[src/rtl/tcc_pkg.sv]
package tcc_pkg;
   // control register bit positions
   localparam int CTL_CAP_IE = 7;
   localparam int CTL_CMP_IE = 6;
   localparam int CTL_EDGE   = 1;
   localparam int CTL_OLVL   = 0;
   // status register bit positions
   localparam int STS_CAP    = 7;
   localparam int STS_CMP    = 6;

   typedef struct packed {
      logic cap_ie;
      logic cmp_ie;
      logic edge_rise;
      logic out_lvl;
   } ctl_t;

   typedef enum logic [2:0] {
      SEL_NONE,
      SEL_CTRL,
      SEL_STAT,
      SEL_CAPH,
      SEL_CAPL,
      SEL_CMPH,
      SEL_CMPL
   } reg_sel_e;

   function automatic logic [7:0] pack_ctl(input ctl_t c);
      logic [7:0] b;
      b = '0;
      b[CTL_CAP_IE] = c.cap_ie;
      b[CTL_CMP_IE] = c.cmp_ie;
      b[CTL_EDGE]   = c.edge_rise;
      b[CTL_OLVL]   = c.out_lvl;
      return b;
   endfunction
endpackage

[src/rtl/tcc_prescale.sv]
module tcc_prescale #(
   parameter int                CNT_W    = 16,
   parameter int                PRESCALE = 4,
   parameter logic [CNT_W-1:0]  CNT_RST  = '0
) (
   input  logic             clk,
   input  logic             rst_n,
   output logic             tick,
   output logic [CNT_W-1:0] cnt
);
   generate
      if (PRESCALE == 1) begin : g_direct
         assign tick = 1'b1;
      end else begin : g_div
         localparam int             PRE_W    = $clog2(PRESCALE);
         localparam logic [PRE_W-1:0] PRE_LAST = PRE_W'(PRESCALE - 1);
         logic [PRE_W-1:0] pre_q;
         always_ff @(posedge clk or negedge rst_n) begin
            if (!rst_n)                pre_q <= '0;
            else if (pre_q == PRE_LAST) pre_q <= '0;
            else                       pre_q <= pre_q + 1'b1;
         end
         assign tick = (pre_q == PRE_LAST);
      end
   endgenerate

   always_ff @(posedge clk or negedge rst_n) begin
      if (!rst_n)    cnt <= CNT_RST;
      else if (tick) cnt <= cnt + 1'b1;
   end
endmodule

[src/rtl/tcc_capture.sv]
module tcc_capture #(
   parameter int CNT_W       = 16,
   parameter int SYNC_STAGES = 2
) (
   input  logic             clk,
   input  logic             rst_n,
   input  logic             cap_in,
   input  logic             edge_rise,
   input  logic [CNT_W-1:0] cnt,
   input  logic             stat_rd,
   input  logic             hi_rd,
   input  logic             lo_rd,
   output logic [CNT_W-1:0] cap_val,
   output logic             cap_flag,
   output logic             cap_lock
);
   logic [SYNC_STAGES-1:0] sync_q;
   logic                   prev_q;
   logic                   sync_out;
   logic                   edge_hit;
   logic                   take;
   logic                   arm_q;

   generate
      for (genvar i = 0; i < SYNC_STAGES; i++) begin : g_sync
         if (i == 0) begin : g_first
            always_ff @(posedge clk or negedge rst_n) begin
               if (!rst_n) sync_q[0] <= 1'b0;
               else        sync_q[0] <= cap_in;
            end
         end else begin : g_next
            always_ff @(posedge clk or negedge rst_n) begin
               if (!rst_n) sync_q[i] <= 1'b0;
               else        sync_q[i] <= sync_q[i-1];
            end
         end
      end
   endgenerate

   assign sync_out = sync_q[SYNC_STAGES-1];

   always_ff @(posedge clk or negedge rst_n) begin
      if (!rst_n) prev_q <= 1'b0;
      else        prev_q <= sync_out;
   end

   assign edge_hit = edge_rise ? (sync_out & ~prev_q) : (~sync_out & prev_q);
   assign take     = edge_hit & ~cap_lock;

   always_ff @(posedge clk or negedge rst_n) begin
      if (!rst_n)    cap_val <= '0;
      else if (take) cap_val <= cnt;
   end

   always_ff @(posedge clk or negedge rst_n) begin
      if (!rst_n)     cap_lock <= 1'b0;
      else if (lo_rd) cap_lock <= 1'b0;
      else if (hi_rd) cap_lock <= 1'b1;
   end

   always_ff @(posedge clk or negedge rst_n) begin
      if (!rst_n)                  arm_q <= 1'b0;
      else if (lo_rd)              arm_q <= 1'b0;
      else if (stat_rd && cap_flag) arm_q <= 1'b1;
   end

   always_ff @(posedge clk or negedge rst_n) begin
      if (!rst_n)              cap_flag <= 1'b0;
      else if (take)           cap_flag <= 1'b1;
      else if (lo_rd && arm_q) cap_flag <= 1'b0;
   end
endmodule

[src/rtl/tcc_compare.sv]
module tcc_compare #(
   parameter int CNT_W  = 16,
   parameter int DATA_W = 8
) (
   input  logic              clk,
   input  logic              rst_n,
   input  logic              tick,
   input  logic [CNT_W-1:0]  cnt,
   input  logic              stat_rd,
   input  logic              hi_wr,
   input  logic              lo_wr,
   input  logic [DATA_W-1:0] wdata,
   input  logic              out_lvl,
   output logic [CNT_W-1:0]  cmp_val,
   output logic              cmp_flag,
   output logic              cmp_pin
);
   logic inhibit_q;
   logic arm_q;
   logic match;

   always_ff @(posedge clk or negedge rst_n) begin
      if (!rst_n) begin
         cmp_val <= '1;
      end else if (hi_wr) begin
         cmp_val[CNT_W-1:DATA_W] <= wdata;
      end else if (lo_wr) begin
         cmp_val[DATA_W-1:0] <= wdata;
      end
   end

   // disarmed from reset and between the high and low byte writes
   always_ff @(posedge clk or negedge rst_n) begin
      if (!rst_n)     inhibit_q <= 1'b1;
      else if (hi_wr) inhibit_q <= 1'b1;
      else if (lo_wr) inhibit_q <= 1'b0;
   end

   assign match = tick & ~inhibit_q & (cnt == cmp_val);

   always_ff @(posedge clk or negedge rst_n) begin
      if (!rst_n)                   arm_q <= 1'b0;
      else if (lo_wr)               arm_q <= 1'b0;
      else if (stat_rd && cmp_flag) arm_q <= 1'b1;
   end

   always_ff @(posedge clk or negedge rst_n) begin
      if (!rst_n)              cmp_flag <= 1'b0;
      else if (match)          cmp_flag <= 1'b1;
      else if (lo_wr && arm_q) cmp_flag <= 1'b0;
   end

   always_ff @(posedge clk or negedge rst_n) begin
      if (!rst_n)     cmp_pin <= 1'b0;
      else if (match) cmp_pin <= out_lvl;
   end
endmodule

[src/rtl/ctr16_capcmp.sv]
module ctr16_capcmp
   import tcc_pkg::*;
#(
   parameter int         DATA_W      = 8,
   parameter int         CNT_W       = 16,
   parameter int         ADDR_W      = 8,
   parameter int         PRESCALE    = 4,
   parameter int         SYNC_STAGES = 2,
   parameter logic [CNT_W-1:0]  CNT_RST   = {{(CNT_W-2){1'b1}}, 2'b00},
   parameter logic [ADDR_W-1:0] OFS_CTRL  = 8'h12,
   parameter logic [ADDR_W-1:0] OFS_STAT  = 8'h13,
   parameter logic [ADDR_W-1:0] OFS_CAPH  = 8'h14,
   parameter logic [ADDR_W-1:0] OFS_CAPL  = 8'h15,
   parameter logic [ADDR_W-1:0] OFS_CMPH  = 8'h16,
   parameter logic [ADDR_W-1:0] OFS_CMPL  = 8'h17
) (
   input  logic              clk,
   input  logic              rst_n,
   input  logic              bus_sel,
   input  logic              bus_wr,
   input  logic              bus_rd,
   input  logic [ADDR_W-1:0] bus_addr,
   input  logic [DATA_W-1:0] bus_wdata,
   output logic [DATA_W-1:0] bus_rdata,
   input  logic              cap_in,
   output logic              cmp_pin,
   output logic              irq
);
   generate
      if (DATA_W != 8) begin : g_bad_data
         $error("DATA_W must be 8 for the fixed control and status layout");
      end
      if (CNT_W != 2 * DATA_W) begin : g_bad_cnt
         $error("CNT_W must be exactly two data bytes");
      end
      if (PRESCALE < 1) begin : g_bad_pre
         $error("PRESCALE must be at least 1");
      end
      if (SYNC_STAGES < 2) begin : g_bad_sync
         $error("SYNC_STAGES must be at least 2");
      end
   endgenerate

   reg_sel_e          sel;
   logic              rd_stb, wr_stb;
   logic              stat_rd, caph_rd, capl_rd, cmph_wr, cmpl_wr, ctrl_wr;
   ctl_t              ctl_q;
   logic              tick;
   logic [CNT_W-1:0]  cnt_q;
   logic [CNT_W-1:0]  cap_val;
   logic              cap_flag, cap_lock;
   logic [CNT_W-1:0]  cmp_val;
   logic              cmp_flag;
   logic              unused_wbits;

   always_comb begin
      if      (bus_addr == OFS_CTRL) sel = SEL_CTRL;
      else if (bus_addr == OFS_STAT) sel = SEL_STAT;
      else if (bus_addr == OFS_CAPH) sel = SEL_CAPH;
      else if (bus_addr == OFS_CAPL) sel = SEL_CAPL;
      else if (bus_addr == OFS_CMPH) sel = SEL_CMPH;
      else if (bus_addr == OFS_CMPL) sel = SEL_CMPL;
      else                           sel = SEL_NONE;
   end

   assign rd_stb  = bus_sel & bus_rd;
   assign wr_stb  = bus_sel & bus_wr;
   assign stat_rd = rd_stb & (sel == SEL_STAT);
   assign caph_rd = rd_stb & (sel == SEL_CAPH);
   assign capl_rd = rd_stb & (sel == SEL_CAPL);
   assign ctrl_wr = wr_stb & (sel == SEL_CTRL);
   assign cmph_wr = wr_stb & (sel == SEL_CMPH);
   assign cmpl_wr = wr_stb & (sel == SEL_CMPL);

   assign unused_wbits = ^bus_wdata[5:2];

   always_ff @(posedge clk or negedge rst_n) begin
      if (!rst_n) begin
         ctl_q <= '0;
      end else if (ctrl_wr) begin
         ctl_q.cap_ie    <= bus_wdata[CTL_CAP_IE];
         ctl_q.cmp_ie    <= bus_wdata[CTL_CMP_IE];
         ctl_q.edge_rise <= bus_wdata[CTL_EDGE];
         ctl_q.out_lvl   <= bus_wdata[CTL_OLVL];
      end
   end

   tcc_prescale #(
      .CNT_W    (CNT_W),
      .PRESCALE (PRESCALE),
      .CNT_RST  (CNT_RST)
   ) u_pre (
      .clk   (clk),
      .rst_n (rst_n),
      .tick  (tick),
      .cnt   (cnt_q)
   );

   tcc_capture #(
      .CNT_W       (CNT_W),
      .SYNC_STAGES (SYNC_STAGES)
   ) u_cap (
      .clk       (clk),
      .rst_n     (rst_n),
      .cap_in    (cap_in),
      .edge_rise (ctl_q.edge_rise),
      .cnt       (cnt_q),
      .stat_rd   (stat_rd),
      .hi_rd     (caph_rd),
      .lo_rd     (capl_rd),
      .cap_val   (cap_val),
      .cap_flag  (cap_flag),
      .cap_lock  (cap_lock)
   );

   tcc_compare #(
      .CNT_W  (CNT_W),
      .DATA_W (DATA_W)
   ) u_cmp (
      .clk      (clk),
      .rst_n    (rst_n),
      .tick     (tick),
      .cnt      (cnt_q),
      .stat_rd  (stat_rd),
      .hi_wr    (cmph_wr),
      .lo_wr    (cmpl_wr),
      .wdata    (bus_wdata),
      .out_lvl  (ctl_q.out_lvl),
      .cmp_val  (cmp_val),
      .cmp_flag (cmp_flag),
      .cmp_pin  (cmp_pin)
   );

   always_comb begin
      bus_rdata = '0;
      case (sel)
         SEL_CTRL: bus_rdata = pack_ctl(ctl_q);
         SEL_STAT: begin
            bus_rdata[STS_CAP] = cap_flag;
            bus_rdata[STS_CMP] = cmp_flag;
         end
         SEL_CAPH: bus_rdata = cap_val[CNT_W-1:DATA_W];
         SEL_CAPL: bus_rdata = cap_val[DATA_W-1:0];
         SEL_CMPH: bus_rdata = cmp_val[CNT_W-1:DATA_W];
         SEL_CMPL: bus_rdata = cmp_val[DATA_W-1:0];
         default:  bus_rdata = '0;
      endcase
   end

   assign irq = (cap_flag & ctl_q.cap_ie) | (cmp_flag & ctl_q.cmp_ie);
endmodule

[config.mk]
export PLATFORM = sky130hd
export DESIGN_NAME = ctr16_capcmp
export DESIGN_NICKNAME = d
export VERILOG_FILES = /design/src/rtl/tcc_pkg.sv /design/src/rtl/tcc_prescale.sv /design/src/rtl/tcc_capture.sv /design/src/rtl/tcc_compare.sv /design/src/rtl/ctr16_capcmp.sv
export SDC_FILE = /design/constraint.sdc
export NUM_CORES = 1
export LEC_CHECK = 0
export BUFFER_PORTS_ARGS = -buffer_cell sky130_fd_sc_hd__buf_2
export CAP_MARGIN = 20
export CORE_ASPECT_RATIO = 0.75
export CORE_MARGIN = 2
export CORE_UTILIZATION = 45
export CTS_CLUSTER_DIAMETER = 60
export DETAILED_ROUTE_END_ITERATION = 16
export PLACE_DENSITY = 0.74
export SLEW_MARGIN = 25
export SYNTH_ARGS = -nofsm -noshare
export SYNTH_HDL_FRONTEND = slang
export SYNTH_SLANG_ARGS = --single-unit
export TNS_END_PERCENT = 5
[constraint.sdc]
create_clock -name clk -period 2.3 [get_ports clk]
set_input_delay 0.345 -clock clk [delete_from_list [all_inputs] [get_ports clk]]
set_output_delay 0.345 -clock clk [all_outputs]
set_load 0.05 [all_outputs]
==> results of run 1 <==
path summary, 6_finish.rpt:
check | endpoint | slack (ps) | depth (start not counted) | from
setup / recovery | bus_rdata[1] | 80 | 7 | bus_addr[5]
hold / removal | u_cap.sync_q[0]$_DFF_PN0_ | 100 | 1 | cap_in
setup reg to reg | u_pre.cnt[15]$_DFFE_PN1P_ | 380 | 5 | u_pre.cnt[3]$_DFFE_PN1P_
hold reg to reg | u_cap.sync_out$_DFF_PN0_ | 360 | 0 | u_cap.sync_q[0]$_DFF_PN0_
max in group asynchronous | u_pre.cnt[8]$_DFFE_PN1P_ | 1060 | 3 | rst_n
min in group asynchronous | u_cap.cap_val[11]$_DFFE_PN0P_ | 490 | 2 | rst_n
cell families after synthesis:
family          after synthesis  share of synthesized area, %
mux                          49                          21.4
flops                        64                          52.5
xor+xnor                     31                          8.69
buf+inv                      18                          2.72
simple gates                 59                          11.5
compound gates               11                          2.44
fa+ha+maj                     2                         0.801
area by class of cell:
| cell class | count | area (sq um) | area share (%) |
|---|---|---|---|
| clock buffer | 9 | 124 | 3.41 |
| clock inverter | 7 | 96.3 | 2.66 |
| inverter | 8 | 30.0 | 0.828 |
| multi-input combinational | 152 | 1400 | 38.7 |
| sequential | 64 | 1640 | 45.2 |
| tap | 84 | 105 | 2.90 |
| timing repair buffer | 40 | 230 | 6.34 |
registers in the layout (all words and copies together), names as in the netlist, 2 cells and up:
signal	cells
u_cmp.cmp_val	16
u_pre.g_div.pre_q	2
u_cap.cap_val	16
u_pre.cnt	16
ctl_q	4
stage by stage:
stage	instances	util, %
finish	364	53.6
global route	364	53.6
CTS	364	53.6
detailed placement	347	50.1
global placement	347	50.1
floorplan	234	-
power groups by stage:
| stage | logic [mW] | clock network [mW] | registers [mW] |
|---|---|---|---|
| 4_1_cts | 0.140 | 1.09 | 1.19 |
| 5_1_grt | 0.153 | 1.14 | 1.19 |
| 3_3_place_gp | 0.135 | 0 | 1.20 |
| 2_1_floorplan | 0.0729 | 0 | 1.20 |
| 6_report | 0.137 | 1.06 | 1.19 |
| 3_5_place_dp | 0.137 | 0 | 1.21 |
what timing repair did:
action | 4_1_cts | 5_1_grt
setup buffers | 0 | 0
gates resized for setup | 1 | 2
pin swaps | 0 | 0
endpoints found under the setup margin | 1 | 2
endpoints found under the hold margin | 9 | 0
hold buffers | 1 | 0
critical path: cells and delay by family:
kind	cells	cell delay (ps)
and+or+nand+nor	4	1040
buffers and inverters	2	330
AOI/OAI and AO/OA	1	150
layer usage:
metal | up-vias | track usage (%) | part of all wire, %
li1 | 921 | - | -
met1 | 1010 | 28.7 | 49
met2 | 58 | 27.2 | 44
met3 | 4 | 6.24 | 6.4
met4 | 0 | 5.62 | 0.50
met5 | - | 0 | 0
cells in the final DEF, fill, tap and decap left out, types with 8 or more instances in the layout:
cell type / count
nor2_1: 13
nand2_1: 9
buf_2: 29
dfstp_2: 31
dfrtp_1: 33
mux2_2: 26
buf_4: 9
mux4_2: 8
xnor2_1: 11
xor2_1: 20
mux2_4: 8
inv_1: 8
clkbuf_8: 9
nand4_1: 10
==> metrics, run 1 <==
Max Clk Rate=between 400 and 500 MHz; io pins=32; Final Max Slew Viols=0; most used standard cells in the synthesized netlist=dfrtp_1 (33), dfstp_2 (31), mux2_2 (26), xor2_1 (20), nor2_1 (14); worst path arrival time=~1900 ps; Final HPWL DP=around 4.6 mm; share of the clock period used by the worst path after layout=between 90% and 100%; vertical die dimension=76.2 microns; P_int=1.84 mW; switching component of the power=0.551 mW; commonest register cell after synthesis=dfrtp_1; status=finished, final reports clean; transition time at the pin with the least slew margin=487 ps; netlist area before placement=3130 sq um; routed wire length=6.61 mm; number of iterations in the first detailed-routing pass=4; gate count after technology mapping=234; final-layout setup total negative slack=0 ps; number of antenna repair diodes=0; detail-routed net length per standard cell=18.2 microns; Via Count=1,993; Yosys cell types=39; number of sinks driven by the clock tree=64; kind of path behind the tightest hold check=in -> reg; Bufs on Longest Clock Path=2; core area=about 6800 sq um; crit-path max FO=3; global-route wire length before repair=11.1 mm; Clock Skew=6.02 ps; Horiz. Die Dim=100 microns; flip-flop and latch count after synthesis=64; remaining design rule violation count=0; number of enable flip-flop cells after synthesis=0; worst hold slack across all endpoints=104 ps; initial core utilization=46.2%; Yosys Warn Count=0; worst setup slack after layout=78.2 ps; proportion of layout cells with a drive suffix above 1=about half; RSZ-0062 raised after global routing=false; clock slew seen by the registers of the worst setup and hold paths=70 ps; number of buffers inserted by port buffering=31; area post-placement=3390 sq um; clock latency on the worst-skew pair=340 ps; max-capacitance violation count=0; Post-Syn Nets=about 260; combinational group share of total power=5.8%; Worst Setup Path Type=in -> out; area of all placed cells without fillers=3630 sq um; Synth Area per Inst=~13 sq um; areal power density over the cells=658 nW/um^2; cell types occupying the most area after synthesis=dfrtp_1 (26%), dfstp_2 (26%), mux2_2 (9.4%); Slowest Stage Delay on Critical Path=540 ps; sequential cell area fraction in the yosys report=52.5%; number of antenna violations at the first check in global routing=0; type of destination of the critical path=output port; largest net degree at the start of global routing=25; Switching Fraction=a little under a quarter; clock buffer count from CTS=9; Area growth syn-to-layout=16.1%; All-Layer GR Usage=19.4%; kind of launch point of the worst setup path=input port; most area-hungry cell type in the Yosys netlist=dfrtp_1; maximum level of the CTS H-tree=3; CTS tree=built; total grt overflow=0; crit-path cells=buf_2 -> or4b_4 -> nor3_2 -> nand2_1 -> nor2_2 -> o2bb2ai_1 -> buf_4; via count of the first global-routing pass=2,115; worst setup slack after placement=-5.46 ps; global placer's final weighted congestion=0.841; drt initial violations=105; per-cell via count in the routed design=~5.5; CTS Root Buffer Type=clkbuf_8; area of the die=around 7600 sq um; proportion of register bits with asynchronous set or reset after synthesis=100%; post-layout total power=2.39 mW; endpoints failing hold=0; master of the slowest instance on the critical path=or4b_4; Slew HR=67.6%; Leak Pwr=~1.7 nW; time the worst path needs with I/O delays and setup=2220 ps; maximum VDD drop=363 uV; FILL cells=584; total of endpoints with negative setup slack in the final report=0; number of rows created at floorplan=26; ANT nets after route=0; required time reported for the critical path endpoint=roughly 2000 ps; nets=about 300; most frequently used cell type in the post-synthesis netlist=dfrtp_1; sequential fraction of design power=49.7%; clock power share=44.5%; post-synth top area share=between 20% and 30%
Power figures use the tool's default switching activity.
==> run 2: changes to the inputs <==
--- a/config.mk
+++ b/config.mk
@@ -7,14 +7,15 @@
 export LEC_CHECK = 0
 export BUFFER_PORTS_ARGS = -buffer_cell sky130_fd_sc_hd__buf_2
 export CAP_MARGIN = 20
-export CORE_ASPECT_RATIO = 0.75
+export CORE_ASPECT_RATIO = 1.1
 export CORE_MARGIN = 2
 export CORE_UTILIZATION = 45
 export CTS_CLUSTER_DIAMETER = 60
 export DETAILED_ROUTE_END_ITERATION = 16
-export PLACE_DENSITY = 0.74
+export PLACE_DENSITY = 0.73
 export SLEW_MARGIN = 25
 export SYNTH_ARGS = -nofsm -noshare
 export SYNTH_HDL_FRONTEND = slang
+export SYNTH_HIERARCHICAL = 1
 export SYNTH_SLANG_ARGS = --single-unit
 export TNS_END_PERCENT = 5
==> run 2 against run 1 <==
Compared with the run above: via count rose by 7.4%; clock skew increased by 2.3 ps; critical endpoint is now bus_rdata[7]; area after synthesis grew 6.3%; sequential share of layout area shrank 2.1 points; highest routed layer unchanged; count of clock-buffer cells in the layout grew 1; largest power group unchanged; cell count rose by 4.9%; combinational power rose by 10%; core utilization grew 0.083 points.
==> metrics, run 2 <==
status=finished, final reports clean; Worst Setup Path Type=reg -> out; vertical die dimension=94.1 microns (+24%); required time reported for the critical path endpoint=1960 ps (about the same); All-Layer GR Usage=18.9% (-0.45 points); switching component of the power=0.561 mW (+1.9%); initial core utilization=46.9% (+0.70 points); largest net degree at the start of global routing=65 (+160%); io pins=32 (unchanged); clock slew seen by the registers of the worst setup and hold paths=80 ps (about the same); number of antenna repair diodes=0 (unchanged); commonest register cell after synthesis=dfrtp_1; FILL cells=623 (+6.7%); proportion of register bits with asynchronous set or reset after synthesis=100% (unchanged); most used standard cells in the synthesized netlist=dfrtp_1 (33), dfstp_2 (31), mux2_2 (28), xor2_1 (22), nand2_1 (14); time the worst path needs with I/O delays and setup=2000 ps (-226 ps); detail-routed net length per standard cell=18.0 microns (-0.59%); share of the clock period used by the worst path after layout=86.8% (-9.8 points); Worst Hold Path Cells=1 (unchanged); area post-placement=3580 sq um (+5.5%); final-layout setup total negative slack=0 ps (unchanged); flip-flop and latch count after synthesis=64 (unchanged); critical register-to-register path endpoint=u_cmp/cmp_pin$_DFFE_PN0P_; number of iterations in the first detailed-routing pass=4 (unchanged); number of rows created at floorplan=32 (+23%); Yosys Warn Count=6 (+6); Switching Fraction=23.2% (+0.098 points); clock latency on the worst-skew pair=340 ps (about the same); drt initial violations=107 (+1.9%); number of buffers inserted by hold repair at cts=0 (-1); Max Clk Rate=501 MHz (+11%); core area=7090 sq um (+4.7%); hold wc startpoint=cap_in; combinational group share of total power=6.2% (+0.4 points); global routing usage on met2=29.1% (+1.9 points); Worst R2R Start=u_pre/cnt[3]$_DFFE_PN1P_; per-cell via count in the routed design=5.60 (+2.3%); area of all placed cells without fillers=3810 sq um (+4.9%); remaining design rule violation count=0 (unchanged); global routing met3 resource utilization=4.48% (-1.8 points); number of antenna violations at the first check in global routing=0 (unchanged); post-synth top area share=24.8% (-1.6 points); Slew HR=46.3% (-21 points); worst setup slack after placement=317 ps (+323 ps); Horiz. Die Dim=85.9 microns (-14%); CTS tree=built; kind of path behind the tightest hold check=in -> reg; gate count after technology mapping=252 (+7.7%); routed wire length=6.89 mm (+4.3%); CTS Root Buffer Type=clkbuf_8; Bufs on Longest Clock Path=2 (unchanged); maximum level of the CTS H-tree=3 (unchanged); netlist area before placement=3320 sq um (+6.3%); most common cell after layout, fill and taps aside=dfrtp_1; global placer's final weighted congestion=0.861 (+2.4%); Via Count=2,140 (+7.4%); number of buffers inserted by port buffering=31 (unchanged); final core utilization=53.7% (+0.083 points); length in cells of the worst reg-to-reg path=5 (unchanged); buffers inserted by post-CTS timing repair=0 (unchanged); hold path endpoint=u_cap/sync_q[0]$_DFF_PN0_; sequential fraction of design power=48.3% (-1.4 points); kind of launch point of the worst setup path=flip-flop; Final HPWL DP=4.87 mm (+5.5%); most frequent cells in the layout=dfrtp_1 (33), buf_2 (31), dfstp_2 (31); most area-hungry cell type in the Yosys netlist=dfrtp_1; grt peak-use layer=met2; RSZ-0062 raised after global routing=false; Leak Pwr=1.85 nW (+8.0%); global-route wire length before repair=11.5 mm (+4.0%); number of sinks driven by the clock tree=64 (unchanged); nets=316 (+5.7%); maximum VDD drop=286 uV (-21%); area of the die=8090 sq um (+5.9%); proportion of layout cells with a drive suffix above 1=49.8% (+0.19 points); total of endpoints with negative setup slack in the final report=0 (unchanged); most frequently used cell type in the post-synthesis netlist=dfrtp_1; Final Max Slew Viols=0 (unchanged); worst hold slack across all endpoints=98.2 ps (-5.66 ps); worst setup slack after layout=304 ps (+226 ps); met1 capacity usage during global routing=25.5% (-3.1 points); Post-Syn Nets=276 (+7.0%); setup slack of the worst register-to-register path=430 ps (+50 ps); clock buffer count from CTS=9 (unchanged); clock power share=45.5% (+1.0 points); sequential cell area fraction in the yosys report=49.4% (-3.1 points); Resize count post-CTS=0 (-1); number of enable flip-flop cells after synthesis=0 (unchanged); Clock Skew=8.36 ps (+2.35 ps); cell types occupying the most area after synthesis=dfrtp_1 (25%), dfstp_2 (25%), mux2_2 (9.5%); largest registers=u_cap/cap_val: 16 flops, u_cmp/cmp_val: 16 flops, u_pre/cnt: 16 flops; Area growth syn-to-layout=14.5%; crit-path max FO=3 (unchanged); P_int=1.86 mW (+1.4%); ANT nets after route=0 (unchanged); Yosys cell types=45 (+15%); endpoints failing hold=0 (unchanged); type of destination of the critical path=output port; areal power density over the cells=637 nW/um^2 (-3.3%); Synth Area per Inst=13.2 sq um (-1.3%); transition time at the pin with the least slew margin=806 ps (+319 ps); total grt overflow=0 (unchanged); max-capacitance violation count=0 (unchanged); worst path arrival time=1650 ps (-230 ps); via count of the first global-routing pass=2,273 (+7.5%)
==> run 2: cell types whose count changed after synthesis, moves of 5 or more <==
cell and delta:
mux4_2 -7, nor4_2 +7, mux2_4 +5, nand2_1 +5
==> run 2: worst max-delay path, cell delays in order (launching register included) <==
cell and delay [ps]:
dfstp_2 570, mux2i_1 80, o21ai_0 150, nand2_1 70
a21oi_1 150, buf_2 280
==> run 2: power by group through the flow <==
stage	clock network [mW]	registers [mW]	logic, mW
after floorplan	0	1.19	0.0939
after global placement	0	1.19	0.148
after detailed placement	0	1.19	0.152
after CTS	1.13	1.17	0.153
after global routing	1.18	1.17	0.167
final	1.10	1.17	0.151
==> run 2: kinds of logic (layout without fill, tap and decap cells) <==
kind of cell / count (synthesis) / in the layout / share of synthesized area (%)
AO/OA/AOI/OAI: 14 / 14 / 2.67
buffers and inverters: 14 / 59 / 2.52
XOR/XNOR: 31 / 31 / 8.17
adder cells (fa/ha/maj): 2 / 2 / 0.753
multiplexers: 49 / 49 / 19.7
flip-flops: 64 / 64 / 49.4
AND/OR/NAND/NOR: 78 / 78 / 16.9
==> run 2: final cells by class <==
class | instances | area [sq um] | share of cell area [%]
Inverter | 4 | 15.0 | 0.394
Clock buffer | 10 | 138 | 3.62
Timing Repair Buffer | 39 | 215 | 5.65
Clock inverter | 6 | 92.6 | 2.43
Sequential cell | 64 | 1640 | 43.1
Multi-Input combinational cell | 174 | 1600 | 42.0
Tap cell | 85 | 106 | 2.79
==> run 2: worst max-delay path by stage <==
stage          depth (start not counted)                          start           end
6_report                               5  u_cmp/cmp_val[15]$_DFFE_PN1P_  bus_rdata[7]
5_1_grt                                5  u_cmp/cmp_val[15]$_DFFE_PN1P_  bus_rdata[7]
4_1_cts                                5  u_cmp/cmp_val[15]$_DFFE_PN1P_  bus_rdata[7]
3_5_place_dp                           4                    bus_addr[0]  bus_rdata[2]
3_3_place_gp                           4                    bus_addr[0]  bus_rdata[2]
2_1_floorplan                          6                    bus_addr[1]  bus_rdata[6]
==> run 2: routing by layer <==
layer  vias up  wire, microns
li1        986              -
met1      1087           3150
met2        54           3290
met3        13            319
met4         0            130
met5         -              0
==> run 2: per-stage QoR <==
step	cells	total power, mW
after CTS	382	2.45
final	382	2.42
after global routing	382	2.52
after global placement	366	1.34
after detailed placement	366	1.34
after floorplan	252	1.28
==> run 3: changes to the inputs <==
--- a/config.mk
+++ b/config.mk
@@ -12,7 +12,6 @@
 export CORE_UTILIZATION = 45
 export CTS_CLUSTER_DIAMETER = 60
 export DETAILED_ROUTE_END_ITERATION = 16
-export PLACE_DENSITY = 0.73
 export SLEW_MARGIN = 25
 export SYNTH_ARGS = -nofsm -noshare
 export SYNTH_HDL_FRONTEND = slang
==> run 3 against run 2 <==
Compared with the run above: clock power is 22% lower; hold slack worse by 74 ps; routed wire length fell by 0.48%; power is 9.8% lower; setup slack gained 21 ps; sequential cell count is the same; global-route usage about the same.
==> metrics, run 3 (synthesis gave the netlist of run 2 again) <==
worst hold slack across all endpoints=24.1 ps (-74.1 ps); number of antenna violations at the first check in global routing=0 (unchanged); CTS tree=built; buffers inserted by post-CTS timing repair=0 (unchanged); clock buffer count from CTS=9 (unchanged); Slowest Stage Delay on Critical Path=570 ps (about the same); per-cell via count in the routed design=5.51 (-1.6%); ANT nets after route=0 (unchanged); areal power density over the cells=578 nW/um^2 (-9.2%); total grt overflow=0 (unchanged); final-layout setup total negative slack=0 ps (unchanged); maximum level of the CTS H-tree=3 (unchanged); routed wire length=6.86 mm (-0.48%); io pins=32 (unchanged); CTS Root Buffer Type=clkbuf_8; transition time at the pin with the least slew margin=656 ps (-150 ps); vertical die dimension=94.1 microns (unchanged); Area growth syn-to-layout=13.7%; Final Max Slew Viols=0 (unchanged); Critical path buffers and inverters=1 (unchanged); Bufs on Longest Clock Path=2 (unchanged); number of iterations in the first detailed-routing pass=4 (unchanged); drt initial violations=144 (+35%); number of sinks driven by the clock tree=64 (unchanged); kind of path behind the tightest hold check=in -> async; via count of the first global-routing pass=2,226 (-2.1%); clock latency on the worst-skew pair=340 ps (about the same); global-route wire length before repair=11.5 mm (-0.29%); number of antenna repair diodes=0 (unchanged); number of rows created at floorplan=32 (unchanged); core area=7090 sq um (unchanged); nets=318 (+0.63%); Slew HR=56.2% (+9.9 points); area of the die=8090 sq um (unchanged); most frequent cells in the layout=dfrtp_1 (33), buf_2 (31), dfstp_2 (31); time the worst path needs with I/O delays and setup=1970 ps (-21.0 ps); largest delay contributor family on the critical path=flip-flops; number of buffers inserted by hold repair at cts=0 (unchanged); area used by multi-input combinational logic=1600 sq um (unchanged); max-capacitance violation count=0 (unchanged); FILL cells=645 (+3.5%); initial core utilization=46.9% (unchanged); share of the clock period used by the worst path after layout=85.9% (-0.91 points); master of the slowest instance on the critical path=dfstp_2; largest registers=u_cap/cap_val: 16 flops, u_cmp/cmp_val: 16 flops, u_pre/cnt: 16 flops; Via Count=2,117 (-1.1%); All-Layer GR Usage=18.9% (-0.042 points); endpoints failing hold=0 (unchanged); clock slew seen by the registers of the worst setup and hold paths=80 ps (about the same); Leak Pwr=1.84 nW (-0.24%); detail-routed net length per standard cell=17.9 microns (-1.0%); crit-path cells=mux2i_1 -> o21ai_0 -> nand2_1 -> a21oi_1 -> buf_2; proportion of layout cells with a drive suffix above 1=49.5% (-0.33 points); total of endpoints with negative setup slack in the final report=0 (unchanged); kind of launch point of the worst setup path=flip-flop; Max Clk Rate=506 MHz (+1.1%); global placer's final weighted congestion=0.806 (-6.4%); Worst Setup Path Type=reg -> out; worst path arrival time=1630 ps (-20 ps); Resize count post-CTS=0 (unchanged); Horiz. Die Dim=85.9 microns (unchanged); RSZ-0062 raised after global routing=false; remaining design rule violation count=0 (unchanged); required time reported for the critical path endpoint=1960 ps (about the same); crit-path max FO=3 (unchanged); number of buffers inserted by port buffering=31 (unchanged); largest net degree at the start of global routing=38 (-42%); most common cell after layout, fill and taps aside=dfrtp_1; Final HPWL DP=4.92 mm (+1.0%); status=finished, final reports clean; area taken by flip-flops and latches=1640 sq um (unchanged); type of destination of the critical path=output port; maximum VDD drop=340 uV (+19%); Clock Skew=14.4 ps (+6.05 ps)
[run 3: cell count changes in the layout (fill, tap and decap cells not counted), sizes merged]
cell      before  now
clkbuf        10   13
buf           39   41
bufinv         2    0
clkinvlp       2    1
[run 3: power by group]
part	total [mW]	switching, mW	internal [mW]
clock network	0.859	0.412	0.447
registers	1.17	0.0165	1.16
logic	0.155	0.0867	0.0685
total	2.19	0.515	1.67
[run 3: stage by stage]
| step | setup slack [ps] | cells | area, sq um | utilization [%] | power [mW] |
|---|---|---|---|---|---|
| detailed placement | 324 | 368 | 3600 | 50.8 | 1.35 |
| floorplan | 125 | 252 | 3320 | - | 1.28 |
| CTS | 298 | 384 | 3780 | 53.3 | 2.21 |
| finish | 325 | 384 | 3780 | 53.3 | 2.19 |
| global route | 223 | 384 | 3780 | 53.3 | 2.27 |
| global placement | 336 | 368 | 3600 | 50.8 | 1.35 |
[run 3: per-layer routing]
layer	part of all wire, %	routed length [microns]	global-route usage (%)
met1	47	3230	25.7
met2	47	3200	29.2
met3	3.4	235	3.08
met4	2.9	199	9.13
met5	0	0	0
[run 3: final timing paths]
path / startpoint / endpoint / slack (ps) / cells after the start
max in group asynchronous: rst_n / u_pre/cnt[12]$_DFFE_PN1P_ / 1570 / 2
hold reg to reg: u_cap/sync_q[0]$_DFF_PN0_ / u_cap/sync_out$_DFF_PN0_ / 360 / 0
min in group clk: cap_in / u_cap/sync_q[0]$_DFF_PN0_ / 110 / 1
setup / recovery: u_cmp/cmp_val[15]$_DFFE_PN1P_ / bus_rdata[7] / 330 / 5
setup reg to reg: u_pre/cnt[3]$_DFFE_PN1P_ / u_cmp/cmp_pin$_DFFE_PN0P_ / 460 / 5
hold / removal: rst_n / ctl_q[1]$_DFFE_PN0P_ / 20 / 1
[run 3: layout make-up]
class	instances	share of cell area, %
sequential	64	43.4
multi-input combinational	174	42.3
timing repair buffer	41	6.42
clock buffer	13	4.20
tap	85	2.81
clock inverter	3	0.463
inverter	4	0.397
